**config.mk**
```make
export PLATFORM = sky130hd
export DESIGN_NAME = prbs_pattern_gen
export DESIGN_NICKNAME = d
export VERILOG_FILES = /design/src/rtl/prbs_pkg.sv /design/src/rtl/prbs_sync.sv /design/src/rtl/prbs_lfsr.sv /design/src/rtl/prbs_user_seq.sv /design/src/rtl/prbs_pattern_gen.sv
export SDC_FILE = /design/constraint.sdc
export NUM_CORES = 1
export LEC_CHECK = 0
export ABC_AREA = 1
export ABC_CLOCK_PERIOD_IN_PS = 1310
export BUFFER_PORTS_ARGS = -buffer_cell sky130_fd_sc_hd__buf_2
export CAP_MARGIN = 20
export CORE_UTILIZATION = 38
export CTS_CLUSTER_SIZE = 16
export DETAILED_ROUTE_END_ITERATION = 8
export PLACE_DENSITY_LB_ADDON = 0.08
export REMOVE_ABC_BUFFERS = 1
export SYNTH_ARGS = -nofsm -noshare
export SYNTH_HDL_FRONTEND = slang
export SYNTH_SLANG_ARGS = --single-unit
```
**constraint.sdc**
```tcl
create_clock -name clk_i -period 1.31 [get_ports clk_i]
set_input_delay 0.131 -clock clk_i [delete_from_list [all_inputs] [get_ports clk_i]]
set_output_delay 0.131 -clock clk_i [all_outputs]
set_load 0.05 [all_outputs]
```
**src/rtl/prbs_pkg.sv**
```systemverilog
package prbs_pkg;

  localparam int NUM_LFSR = 3;
  localparam int USER_W   = 10;
  localparam int NIB_W    = 4;

  localparam logic [1:0] SEL_P7   = 2'd0;
  localparam logic [1:0] SEL_P10  = 2'd1;
  localparam logic [1:0] SEL_P23  = 2'd2;
  localparam logic [1:0] SEL_USER = 2'd3;

  typedef struct packed {
    logic [1:0] sel;
    logic       inv;
    logic       en;
  } prbs_mode_t;

  function automatic int lfsr_len(int i);
    case (i)
      0:       return 7;
      1:       return 10;
      default: return 23;
    endcase
  endfunction

  function automatic int lfsr_tap(int i);
    case (i)
      0:       return 6;
      1:       return 7;
      default: return 18;
    endcase
  endfunction

endpackage

```
**src/rtl/prbs_sync.sv**
```systemverilog
module prbs_sync #(
  parameter int W      = 1,
  parameter int STAGES = 2
) (
  input  logic         clk_i,
  input  logic         rst_ni,
  input  logic [W-1:0] d_i,
  output logic [W-1:0] q_o
);

  logic [W-1:0] stg_q [STAGES];

  always_ff @(posedge clk_i or negedge rst_ni) begin
    if (!rst_ni) begin
      for (int i = 0; i < STAGES; i++) stg_q[i] <= '0;
    end else begin
      stg_q[0] <= d_i;
      for (int i = 1; i < STAGES; i++) stg_q[i] <= stg_q[i-1];
    end
  end

  assign q_o = stg_q[STAGES-1];

endmodule

```
**src/rtl/prbs_lfsr.sv**
```systemverilog
module prbs_lfsr #(
  parameter int W   = 7,
  parameter int TAP = 6
) (
  input  logic clk_i,
  input  logic rst_ni,
  input  logic adv_i,
  output logic bit_o
);

  logic [W-1:0] state_q;
  logic         fb;

  assign fb    = state_q[W-1] ^ state_q[TAP-1];
  assign bit_o = state_q[W-1];

  always_ff @(posedge clk_i or negedge rst_ni) begin
    if (!rst_ni)    state_q <= '1;
    else if (adv_i) state_q <= {state_q[W-2:0], fb};
  end

  a_r2_never_zero: assert property (@(posedge clk_i) disable iff (!rst_ni)
    state_q != '0);

  a_r7_hold_state: assert property (@(posedge clk_i) disable iff (!rst_ni)
    !adv_i |=> $stable(state_q));

endmodule

```
**src/rtl/prbs_user_seq.sv**
```systemverilog
module prbs_user_seq #(
  parameter int PW = 10
) (
  input  logic          clk_i,
  input  logic          rst_ni,
  input  logic [PW-1:0] staged_i,
  input  logic          load_s_i,
  input  logic          adv_i,
  output logic          bit_o
);

  localparam int IW = $clog2(PW);

  logic [PW-1:0] stage_q;
  logic [PW-1:0] active_q;
  logic [IW-1:0] idx_q;
  logic          load_d_q;
  logic          commit;

  assign commit = load_d_q & ~load_s_i;
  assign bit_o  = active_q[idx_q];

  always_ff @(posedge clk_i or negedge rst_ni) begin
    if (!rst_ni) begin
      stage_q  <= '0;
      load_d_q <= 1'b0;
    end else begin
      load_d_q <= load_s_i;
      if (load_s_i) stage_q <= staged_i;
    end
  end

  always_ff @(posedge clk_i or negedge rst_ni) begin
    if (!rst_ni) begin
      active_q <= '0;
      idx_q    <= '0;
    end else if (commit) begin
      active_q <= stage_q;
      idx_q    <= '0;
    end else if (adv_i) begin
      idx_q <= (idx_q == IW'(PW-1)) ? '0 : idx_q + 1'b1;
    end
  end

  a_r5_idx_range: assert property (@(posedge clk_i) disable iff (!rst_ni)
    idx_q < IW'(PW));

  a_r9_active_hold: assert property (@(posedge clk_i) disable iff (!rst_ni)
    !commit |=> $stable(active_q));

  a_r9_restart: assert property (@(posedge clk_i) disable iff (!rst_ni)
    commit |=> idx_q == '0);

endmodule

```
**src/rtl/prbs_pattern_gen.sv**
```systemverilog
module prbs_pattern_gen
  import prbs_pkg::*;
#(
  parameter int SYNC_STAGES = 2
) (
  input  logic       clk_i,
  input  logic       rst_ni,
  input  logic [3:0] mode_i,
  input  logic [3:0] upat_lo_i,
  input  logic [3:0] upat_mid_i,
  input  logic [3:0] upat_hi_i,
  input  logic       load_i,
  output logic       data_o
);

  localparam int HI_W   = USER_W - 2 * NIB_W;
  localparam int CTRL_W = $bits(prbs_mode_t) + 1;

  logic [CTRL_W-1:0] ctrl_s;
  prbs_mode_t        mode_s;
  logic              load_s;
  logic [USER_W-1:0] staged;
  logic [NUM_LFSR-1:0] lfsr_adv;
  logic [NUM_LFSR-1:0] lfsr_bit;
  logic              user_adv;
  logic              user_bit;
  logic              sel_bit;
  logic              data_q;
  logic              unused_hi;

  prbs_sync #(.W(CTRL_W), .STAGES(SYNC_STAGES)) u_sync (
    .clk_i (clk_i),
    .rst_ni(rst_ni),
    .d_i   ({load_i, mode_i}),
    .q_o   (ctrl_s)
  );

  assign mode_s = prbs_mode_t'(ctrl_s[CTRL_W-2:0]);
  assign load_s = ctrl_s[CTRL_W-1];

  assign staged    = {upat_hi_i[HI_W-1:0], upat_mid_i, upat_lo_i};
  assign unused_hi = ^upat_hi_i[3:HI_W];

  for (genvar g = 0; g < NUM_LFSR; g++) begin : g_lfsr
    localparam int LW = lfsr_len(g);
    localparam int LT = lfsr_tap(g);
    assign lfsr_adv[g] = mode_s.en && (mode_s.sel == 2'(g));
    prbs_lfsr #(.W(LW), .TAP(LT)) u_lfsr (
      .clk_i (clk_i),
      .rst_ni(rst_ni),
      .adv_i (lfsr_adv[g]),
      .bit_o (lfsr_bit[g])
    );
  end

  assign user_adv = mode_s.en && (mode_s.sel == SEL_USER);

  prbs_user_seq #(.PW(USER_W)) u_user (
    .clk_i   (clk_i),
    .rst_ni  (rst_ni),
    .staged_i(staged),
    .load_s_i(load_s),
    .adv_i   (user_adv),
    .bit_o   (user_bit)
  );

  always_comb begin
    case (mode_s.sel)
      SEL_P7:  sel_bit = lfsr_bit[0];
      SEL_P10: sel_bit = lfsr_bit[1];
      SEL_P23: sel_bit = lfsr_bit[2];
      default: sel_bit = user_bit;
    endcase
  end

  always_ff @(posedge clk_i or negedge rst_ni) begin
    if (!rst_ni)        data_q <= 1'b0;
    else if (mode_s.en) data_q <= sel_bit ^ mode_s.inv;
    else                data_q <= 1'b0;
  end

  assign data_o = data_q;

  a_r7_off_zero: assert property (@(posedge clk_i) disable iff (!rst_ni)
    !mode_s.en |=> !data_o);

  a_r5_single_adv: assert property (@(posedge clk_i) disable iff (!rst_ni)
    $onehot0({user_adv, lfsr_adv}));

endmodule

```
==> results.sh, run 1 <==
export IMPL_r2r_cells=5
export IMPL_pin_count=20
export IMPL_leakagePower_nw=1.70
export IMPL_fin_ws_ns=0.102
export IMPL_max_slew_margin_pct=77.2
export IMPL_timing_final_crit_share_pct=92.2
export IMPL_seq_area_mm2=0.00195
export IMPL_n_antenna_cell=0
export IMPL_clock_skew_ns=0.00825
export IMPL_grt_max_degree=67
export IMPL_cp_max_fo=10
export IMPL_clock_path_buffers=2
export IMPL_postSynthCellCount=310
export IMPL_final_layout_size_suffix_gt1_share_pct=28.6
export IMPL_hp_start="upat_lo_i[0]"
export IMPL_worstSetupPathType="reg2reg"
export IMPL_grt_usage_pct=13.9
export IMPL_final_hold_viol_count=0
export IMPL_drt_total_wl_um=5050
export IMPL_synthToLayoutAreaGrowth_pct=19.4
export IMPL_status="finished, final reports clean"
export IMPL_clk_insertion_delay_late_ns=0.34
export IMPL_synth_top_area_share_pct=34.6
export IMPL_p_total_mw=4.67
export IMPL_peakVddDrop_mv=0.534
export IMPL_clock_sinks=76
export IMPL_initial_core_util_pct=39.3
export IMPL_rows=32
export IMPL_place_ws_ns=0.0227
export IMPL_grt_pass1_wl_um=9020
export IMPL_n_fill_cell=732
export IMPL_cts_tree="yes"
export IMPL_layout_commonest_cell="nand2_1"
export IMPL_gp_congestion=0.785
export IMPL_synth_top_area_cell="dfstp_2"
export IMPL_max_freq_ghz=0.828
export IMPL_vias=2039
export IMPL_maxSlewViolCount=0
export IMPL_whs_path_depth=3
export IMPL_drtIter0Drc=80
export IMPL_worstHoldEndpoint="u_user.stage_q[0]"
export IMPL_place_area_mm2=0.00328
export IMPL_place_inst=431
export IMPL_hp_class="in2reg"
export IMPL_finalSetupViolations=0
export IMPL_maxCapViolCount=0
export IMPL_drc_errors=0
export IMPL_cts_htree_levels=3
export IMPL_avgSynthCellArea_um2=9.81
export IMPL_whs_ns=0.0238
export IMPL_path_clk_slew_ns=0.08
export IMPL_hpwlAfterDp_um=3300
export IMPL_synth_area_top_cells="dfstp_2 35%, dfrtp_1 30%, nand2_1 16%"
export IMPL_dieHeight_um=91.5
export IMPL_r2r_start="u_user.idx_q[0]"
export IMPL_r2r_end="u_user.idx_q[2]"
export IMPL_dr_pass1_iters=4
export IMPL_worst_slew_pin_slew_ns=0.342
export IMPL_io_buffer_count=17
export IMPL_synth_area_mm2=0.00304
export IMPL_viasPerCell=4.41
export IMPL_cp_arrival_ns=1.47
export IMPL_numCtsBuffers=9
export IMPL_mostFrequentLayoutCells="132 x nand2_1, 40 x dfstp_2, 34 x dfrtp_1, 21 x inv_1, 19 x o21ai_0"
export IMPL_detail_route_wl_per_cell_um=10.9
export IMPL_nNetsFinal=376
export IMPL_antenna_found_initial=0
export IMPL_crit_path_end_kind="flip-flop"
export IMPL_grt_pass1_vias=2017
export IMPL_multi_input_comb_area_um2=927
export IMPL_yosys_cell_types_count=24
export IMPL_rsz0062_at_grt="false"
export IMPL_period_needed_ns=1.21
export IMPL_worst_r2r_setup_slack_ns=0.10
export IMPL_grt_remaining_overflow=0
export IMPL_ys_seq_area_share_pct=64.2
export IMPL_cts_root_buffer="clkbuf_8"
export IMPL_final_antenna_net_count=0
export IMPL_cp_start_kind="flip-flop"
export IMPL_fin_area_mm2=0.00363
export IMPL_ys_warn_count=0
export IMPL_synth_seq_cells=76
export IMPL_layout_cells_non_filler=462
export IMPL_core_region_area_mm2=0.00773
export IMPL_power_density_mw_per_mm2=1290
export IMPL_die_w_um=91.5
export IMPL_dieArea_mm2=0.00836
export IMPL_cp_required_ns=1.57
cell families after synthesis:
| family | synth area share (%) |
|---|---|
| AO/OA/AOI/OAI | 5.14 |
| XOR/XNOR | 1.15 |
| adder cells (fa/ha/maj) | 0.823 |
| buffers and inverters | 5.51 |
| flip-flops | 64.2 |
| multiplexers | 2.59 |
| AND/OR/NAND/NOR | 20.6 |
final cells by class:
| cell class | count | area share, % |
|---|---|---|
| clock buffer | 14 | 4.48 |
| clock inverter | 2 | 0.965 |
| inverter | 27 | 2.86 |
| multi-input combinational | 199 | 25.5 |
| sequential | 76 | 53.8 |
| tap | 102 | 3.51 |
| timing repair buffer | 42 | 8.82 |
metal layers:
metal	vias to the layer above	global-route usage (%)	part of all wire, %
li1	1054	-	-
met1	956	18.3	52
met2	18	20.5	43
met3	11	3.52	2.4
met4	0	8.33	2.7
met5	-	0	0
where the power goes:
part | switching, mW | internal (mW) | leakage, nW
clock | 0.795 | 0.985 | 0.101
combinational | 0.212 | 0.162 | 0.755
sequential | 0.0610 | 2.46 | 0.848
worst max path at each step:
stage | start | endpoint | slack, ns | cells past startpoint
final | u_user.idx_q[0] | u_user.idx_q[2] | 0.10 | 5
after global routing | u_sync.q_o[3] | g_lfsr[0].u_lfsr.state_q[1] | 0.007 | 5
after CTS | u_user.idx_q[0] | data_o | 0.002 | 9
after detailed placement | u_user.idx_q[0] | data_o | 0.02 | 9
after global placement | u_user.idx_q[0] | data_o | 0.06 | 9
after floorplan | u_sync.q_o[2] | g_lfsr[2].u_lfsr.state_q[1] | -0.13 | 4
Yosys cell counts, drive strengths merged:
master and n:
a21oi 4, buf 7, clkbuf 1, dfrtp 36, dfstp 40, ha 2, inv 27, mux2 7
nand2 133, nand3 14, nor2 6, nor3 3, o21ai 24, o22ai 2, xnor2 1, xor2 3
critical path, cell delays in order (launching register included):
cell and delay, ns:
dfrtp_2 0.48, buf_4 0.16, ha_1 0.20, nand2_1 0.07, nand3_1 0.07, a21oi_1 0.15
state kept, by name, indices dropped and copies added, names as in the netlist:
register	flops
data_o	1
u_sync.q_o	5
u_user.idx_q	4
u_user.active_q	10
u_sync.stg_q	5
u_user.load_d_q	1
g_lfsr.u_lfsr.state_q	40
u_user.stage_q	10
stage by stage:
stage | TNS (ns) | utilization, %
3_3_place_gp | 0 | 42.4
5_1_grt | 0 | 47.0
4_1_cts | 0 | 46.7
3_5_place_dp | 0 | 42.4
6_report | 0 | 47.0
2_1_floorplan | -2.41 | -
what timing repair did:
| item | in CTS | in global routing |
|---|---|---|
| gates resized for setup | 0 | 4 |
| buffers inserted | 0 | 2 |
| endpoints found under the hold margin | 48 | 0 |
| endpoints found under the setup margin | 0 | 7 |
| hold buffers | 13 | 0 |
(Power assumes the default switching activity.)
==> run 2, diff against run 1 <==
--- a/config.mk
+++ b/config.mk
@@ -5,7 +5,6 @@
 export SDC_FILE = /design/constraint.sdc
 export NUM_CORES = 1
 export LEC_CHECK = 0
-export ABC_AREA = 1
 export ABC_CLOCK_PERIOD_IN_PS = 1310
 export BUFFER_PORTS_ARGS = -buffer_cell sky130_fd_sc_hd__buf_2
 export CAP_MARGIN = 20
==> results.sh, run 2 <==
export IMPL_hp_class="in2reg"
export IMPL_grt_pass1_vias=1775
export IMPL_final_hold_viol_count=0
export IMPL_cp_start_kind="flip-flop"
export IMPL_cp_depth=5
export IMPL_pin_count=20
export IMPL_cp_arrival_ns=1.68
export IMPL_postSynth_asyncResetShare_pct=100
export IMPL_slowest_stage="mux4_2"
export IMPL_final_antenna_net_count=0
export IMPL_leakagePower_nw=1.51
export IMPL_dr_pass1_iters=3
export IMPL_fin_ws_ns=-0.150
export IMPL_core_region_area_mm2=0.00745
export IMPL_synth_edf_count=0
export IMPL_r2r_cells=5
export IMPL_regMostFlops="g_lfsr.u_lfsr.state_q"
export IMPL_synth_ff_type="dfstp_2"
export IMPL_n_antenna_cell=0
export IMPL_finalSetupTns_ns=-0.165
export IMPL_die_w_um=90.7
export IMPL_avgSynthCellArea_um2=15.3
export IMPL_whs_ns=0.0181
export IMPL_maxSlewViolCount=0
export IMPL_synth_area_top_cells="dfstp_2 35%, dfrtp_1 30%, mux2_2 22%"
export IMPL_peakVddDrop_mv=0.572
export IMPL_cts_tree="yes"
export IMPL_yosys_cell_count_top_type="mux2_2"
export IMPL_cpLargestDelayFamily="multiplexers"
export IMPL_rows=31
export IMPL_power_density_mw_per_mm2=1420
export IMPL_hp_start="upat_lo_i[1]"
export IMPL_largest_reg_flops=40
export IMPL_clock_sinks=76
export IMPL_crit_chain="mux4_2 -> nand2b_4 -> o311ai_4 -> a21oi_2 -> mux2i_1"
export IMPL_top_regs="g_lfsr.u_lfsr.state_q x40, u_user.active_q x10, u_user.stage_q x10"
export IMPL_crit_path_end="data_o"
export IMPL_synth_seq_cells=76
export IMPL_antenna_found_initial=0
export IMPL_initial_core_util_pct=40.2
export IMPL_rsz0062_at_grt="true"
export IMPL_final_layout_size_suffix_gt1_share_pct=64.4
export IMPL_ys_seq_area_share_pct=65.2
export IMPL_nNetsFinal=255
export IMPL_yosys_cell_types_count=26
export IMPL_dieHeight_um=90.7
export IMPL_path_clk_slew_ns=0.08
export IMPL_grt_remaining_overflow=0
export IMPL_cp_max_fo=3
export IMPL_r2r_end="data_o"
export IMPL_max_freq_ghz=0.685
export IMPL_synth_top_area_share_pct=35.1
export IMPL_violations="negative setup slack"
export IMPL_synthToLayoutAreaGrowth_pct=19.6
export IMPL_cts_root_buffer="clkbuf_8"
export IMPL_crit_start="u_user.idx_q[0]"
export IMPL_status="complete, but fails checks"
export IMPL_mostFrequentLayoutCells="59 x mux2_2, 40 x dfstp_2, 33 x dfrtp_1, 17 x buf_2"
export IMPL_clock_skew_ns=0.0102
export IMPL_drc_errors=0
export IMPL_io_buffer_count=17
export IMPL_p_total_mw=5.09
export IMPL_clock_path_buffers=2
export IMPL_worst_slew_pin_slew_ns=0.407
export IMPL_grt_pass1_wl_um=8210
export IMPL_viasPerCell=4.69
export IMPL_gp_congestion=0.775
export IMPL_max_slew_margin_pct=72.9
export IMPL_dieArea_mm2=0.00823
export IMPL_grt_max_degree=77
export IMPL_cpPeakStageDelay_ns=0.51
export IMPL_worstSetupPathType="reg2reg"
export IMPL_worst_r2r_setup_slack_ns=-0.15
export IMPL_period_needed_ns=1.46
export IMPL_r2r_start="u_user.idx_q[0]"
export IMPL_maxCapViolCount=0
export IMPL_synthTopCellsByCount="59 x mux2_2, 40 x dfstp_2, 36 x dfrtp_1"
export IMPL_place_ws_ns=-0.185
export IMPL_drtIter0Drc=26
export IMPL_finalSetupViolations=3
export IMPL_crit_path_end_kind="flip-flop"
export IMPL_grt_usage_pct=12.8
export IMPL_timing_final_crit_share_pct=111
export IMPL_hpwlAfterDp_um=3040
export IMPL_synth_top_area_cell="dfstp_2"
export IMPL_cts_htree_levels=3
export IMPL_layout_commonest_cell="mux2_2"
export IMPL_vias=1584
export IMPL_cp_required_ns=1.53
export IMPL_detail_route_wl_per_cell_um=13.8
export IMPL_postSynthCellCount=196
export IMPL_numCtsBuffers=9
export IMPL_clk_insertion_delay_late_ns=0.34
export IMPL_ys_warn_count=0
export IMPL_cp_num_buf_inv=0
export IMPL_synth_area_mm2=0.00299
export IMPL_drt_total_wl_um=4670
-- run 2: changes by cell type after synthesis, moves of 4 or more --
cell / previous run / this run
o21ai_0: 19 / 6
inv_1: 21 / 1
mux2_2: 7 / 59
nand2_1: 133 / 9
nand3_1: 14 / 2
o21ai_1: 4 / 0
inv_2: 5 / 0
-- run 2: final cells by class --
type	instances	area, um^2
clock buffer	14	163
clock inverter	2	35.0
fill	666	3870
inverter	1	3.75
multi-input combinational	110	1030
sequential	76	1960
tap	99	124
timing repair buffer	36	268
-- run 2: logic make-up after synthesis --
group	synth area share (%)
AOI/OAI and AO/OA	3.01
xor gates and xnor gates	0.878
and+or+nand+nor	4.39
buffers and inverters	1.71
adders and majority gates	0.836
muxes	24.0
DFF	65.2
-- run 2: how the worst min path moves through the flow --
stage	slack (ns)	cells after the start	endpoint
floorplan	-0.16	0	data_o
finish	0.02	2	u_user.stage_q[1]
CTS	0.003	2	u_user.stage_q[1]
global placement	0.18	2	u_user.load_d_q
detailed placement	0.19	2	u_user.load_d_q
global route	0.006	2	u_user.stage_q[0]
-- run 2: what timing repair did --
item                                    4_1_cts  5_1_grt
hold buffers                                  6        0
endpoints found under the setup margin       25        8
hold endpoints to repair                     41        0
buffers inserted                              0        2
resized for setup                            10        4
pin swaps                                     1        2
-- run 2: worst register-to-register path, stage by stage, from the launching register on --
cell and delay, ns:
dfrtp_1 0.40, mux4_2 0.51, nand2b_4 0.16, o311ai_4 0.07
a21oi_2 0.09, mux2i_1 0.12
-- run 2: routing by layer --
| metal | global-route usage, % | vias up | share of wire (%) |
|---|---|---|---|
| met5 | 0 | - | 0 |
| met3 | 3.03 | 9 | 2.8 |
| met2 | 20.0 | 19 | 49 |
| met4 | 7.26 | 0 | 2.1 |
| li1 | - | 759 | - |
| met1 | 16.3 | 797 | 46 |
-- run 2: power by group --
part           switching (mW)  total, mW  internal [mW]
clock                   0.782       1.77          0.985
combinational           0.224      0.552          0.327
sequential              0.131       2.77           2.64
total                    1.14       5.09           3.95
-- run 2: through the flow --
stage / cells / util, % / instance area [um^2]
finish: 338 / 48.1 / 3580
global placement: 314 / 43.8 / 3260
floorplan: 187 / - / 2950
CTS: 336 / 47.8 / 3560
global route: 338 / 48.1 / 3580
detailed placement: 314 / 43.8 / 3260
==> run 3, diff against run 2 <==
--- a/config.mk
+++ b/config.mk
@@ -5,7 +5,7 @@
 export SDC_FILE = /design/constraint.sdc
 export NUM_CORES = 1
 export LEC_CHECK = 0
-export ABC_CLOCK_PERIOD_IN_PS = 1310
+export ABC_CLOCK_PERIOD_IN_PS = 1500
 export BUFFER_PORTS_ARGS = -buffer_cell sky130_fd_sc_hd__buf_2
 export CAP_MARGIN = 20
 export CORE_UTILIZATION = 38
==> constraint.sdc (replaced) <==
create_clock -name clk_i -period 1.5 [get_ports clk_i]
set_input_delay 0.15 -clock clk_i [delete_from_list [all_inputs] [get_ports clk_i]]
set_output_delay 0.15 -clock clk_i [all_outputs]
set_load 0.05 [all_outputs]
==> results.sh, run 3 (synthesized netlist as in run 2, its figures left out) <==
export IMPL_status="finished, final reports clean"
export IMPL_clk_insertion_delay_late_ns=0.34
export IMPL_n_antenna_cell=0
export IMPL_clock_sinks=76
export IMPL_hpwlAfterDp_um=2980
export IMPL_clock_path_buffers=2
export IMPL_leakagePower_nw=1.48
export IMPL_synthToLayoutAreaGrowth_pct=17.1
export IMPL_dieArea_mm2=0.00823
export IMPL_seq_area_mm2=0.00195
export IMPL_cp_required_ns=1.73
export IMPL_grt_remaining_overflow=0
export IMPL_max_freq_ghz=0.669
export IMPL_cts_htree_levels=3
export IMPL_antenna_found_initial=0
export IMPL_timing_final_crit_share_pct=99.6
export IMPL_cpLargestDelayFamily="multiplexers"
export IMPL_layout_commonest_cell="mux2_2"
export IMPL_place_inst=311
export IMPL_slowest_stage="mux4_2"
export IMPL_final_antenna_net_count=0
export IMPL_hp_class="in2reg"
export IMPL_worstSetupPathType="reg2reg"
export IMPL_crit_chain="mux4_2 -> nand2b_4 -> o311ai_4 -> a21oi_2 -> mux2i_1"
export IMPL_maxSlewViolCount=0
export IMPL_cpPeakStageDelay_ns=0.53
export IMPL_grt_pass1_wl_um=8090
export IMPL_detail_route_wl_per_cell_um=13.7
export IMPL_vias=1600
export IMPL_final_hold_viol_count=0
export IMPL_finalSetupViolations=0
export IMPL_power_density_mw_per_mm2=1210
export IMPL_core_region_area_mm2=0.00745
export IMPL_crit_path_end_kind="flip-flop"
export IMPL_regMostFlops="g_lfsr.u_lfsr.state_q"
export IMPL_numCtsBuffers=9
export IMPL_path_clk_slew_ns=0.07
export IMPL_mostFrequentLayoutCells="59 x mux2_2, 40 x dfstp_2, 36 x dfrtp_1, 17 x buf_2, 11 x clkbuf_8"
export IMPL_multi_input_comb_area_mm2=0.00102
export IMPL_nNetsFinal=250
export IMPL_worst_slew_pin_slew_ns=0.382
export IMPL_post_route_util_pct=47.1
export IMPL_initial_core_util_pct=40.2
export IMPL_period_needed_ns=1.49
export IMPL_max_slew_margin_pct=74.5
export IMPL_cp_arrival_ns=1.72
export IMPL_io_buffer_count=17
export IMPL_peakVddDrop_mv=0.433
export IMPL_gp_congestion=0.757
export IMPL_clock_skew_ns=0.00887
export IMPL_top_regs="g_lfsr.u_lfsr.state_q x40, u_user.active_q x10, u_user.stage_q x10"
export IMPL_n_fill_cell=653
export IMPL_die_w_um=90.7
export IMPL_final_layout_size_suffix_gt1_share_pct=61.1
export IMPL_grt_max_degree=77
export IMPL_cts_root_buffer="clkbuf_8"
export IMPL_rows=31
export IMPL_grt_usage_pct=12.7
export IMPL_drtIter0Drc=39
export IMPL_viasPerCell=4.80
export IMPL_rsz0062_at_grt="true"
export IMPL_drc_errors=0
export IMPL_largest_reg_flops=40
export IMPL_cts_tree="yes"
export IMPL_maxCapViolCount=0
export IMPL_pin_count=20
export IMPL_dr_pass1_iters=4
export IMPL_grt_pass1_vias=1797
export IMPL_cp_start_kind="flip-flop"
export IMPL_p_total_mw=4.24
export IMPL_cp_num_buf_inv=0
export IMPL_dieHeight_um=90.7
export IMPL_layout_cells_non_filler=333
export IMPL_drt_total_wl_um=4550
export IMPL_cp_max_fo=3
==> run 3: cell types whose count changed in the layout (fill, tap and decap cells not counted) <==
| cell | delta |
|---|---|
| and3_1 | +1 |
| and3_4 | -1 |
| buf_4 | -5 |
| bufinv_16 | -1 |
| clkinv_2 | +1 |
| dfrtp_1 | +3 |
| dfrtp_2 | -3 |
| inv_1 | +1 |
| inv_2 | -1 |
| o21ai_0 | +1 |
| o21ai_2 | -1 |
==> run 3: repair_timing <==
action	CTS	global route
hold endpoints to repair	41	0
hold buffers	6	0
pin swaps	1	1
resized for setup	5	1
gates cloned	0	0
endpoints found under the setup margin	1	3
setup buffers	0	0
==> run 3: area by class of cell <==
class / instances / share of cell area (%)
inverter: 1 / 0.107
timing repair buffer: 31 / 6.57
tap: 99 / 3.53
sequential: 76 / 55.7
clock buffer: 14 / 4.64
multi-input combinational: 110 / 29.2
clock inverter: 2 / 0.286
==> run 3: where the power goes <==
part	switching [mW]	internal [mW]
registers	0.113	2.30
logic	0.195	0.276
clock network	0.669	0.688
total	0.977	3.27
==> run 3: through the flow <==
| stage | hold WS [ns] | area (um^2) | worst slack, ns | TNS (ns) |
|---|---|---|---|---|
| CTS | 0.0174 | 3500 | 0.000596 | 0 |
| global route | 0.0158 | 3500 | -0.0630 | -0.120 |
| finish | 0.0326 | 3500 | 0.00624 | 0 |
| floorplan | -0.146 | 2950 | -0.173 | -5.00 |
| detailed placement | 0.213 | 3240 | -0.0369 | -0.0369 |
| global placement | 0.201 | 3240 | -0.00978 | -0.00978 |
==> run 3: final timing paths <==
check,startpoint,to,slack [ns],cells past startpoint
worst max-delay path,u_user.idx_q[0],data_o,0.006,5
max in group asynchronous,rst_ni,g_lfsr[0].u_lfsr.state_q[2],0.78,3
min in group asynchronous,rst_ni,u_user.load_d_q,0.37,3
worst max register to register,u_user.idx_q[0],data_o,0.006,5
worst min-delay path,upat_mid_i[1],u_user.stage_q[5],0.03,2
worst min register to register,u_sync.stg_q[6],u_sync.q_o[1],0.35,0
==> run 3: routing by layer <==
metal | track usage (%) | up-vias | wire, um
met1 | 14.9 | 805 | 1980
met2 | 20.3 | 34 | 2260
met5 | 0 | - | 0
met3 | 3.45 | 11 | 176
li1 | - | 750 | -
met4 | 8.74 | 0 | 129
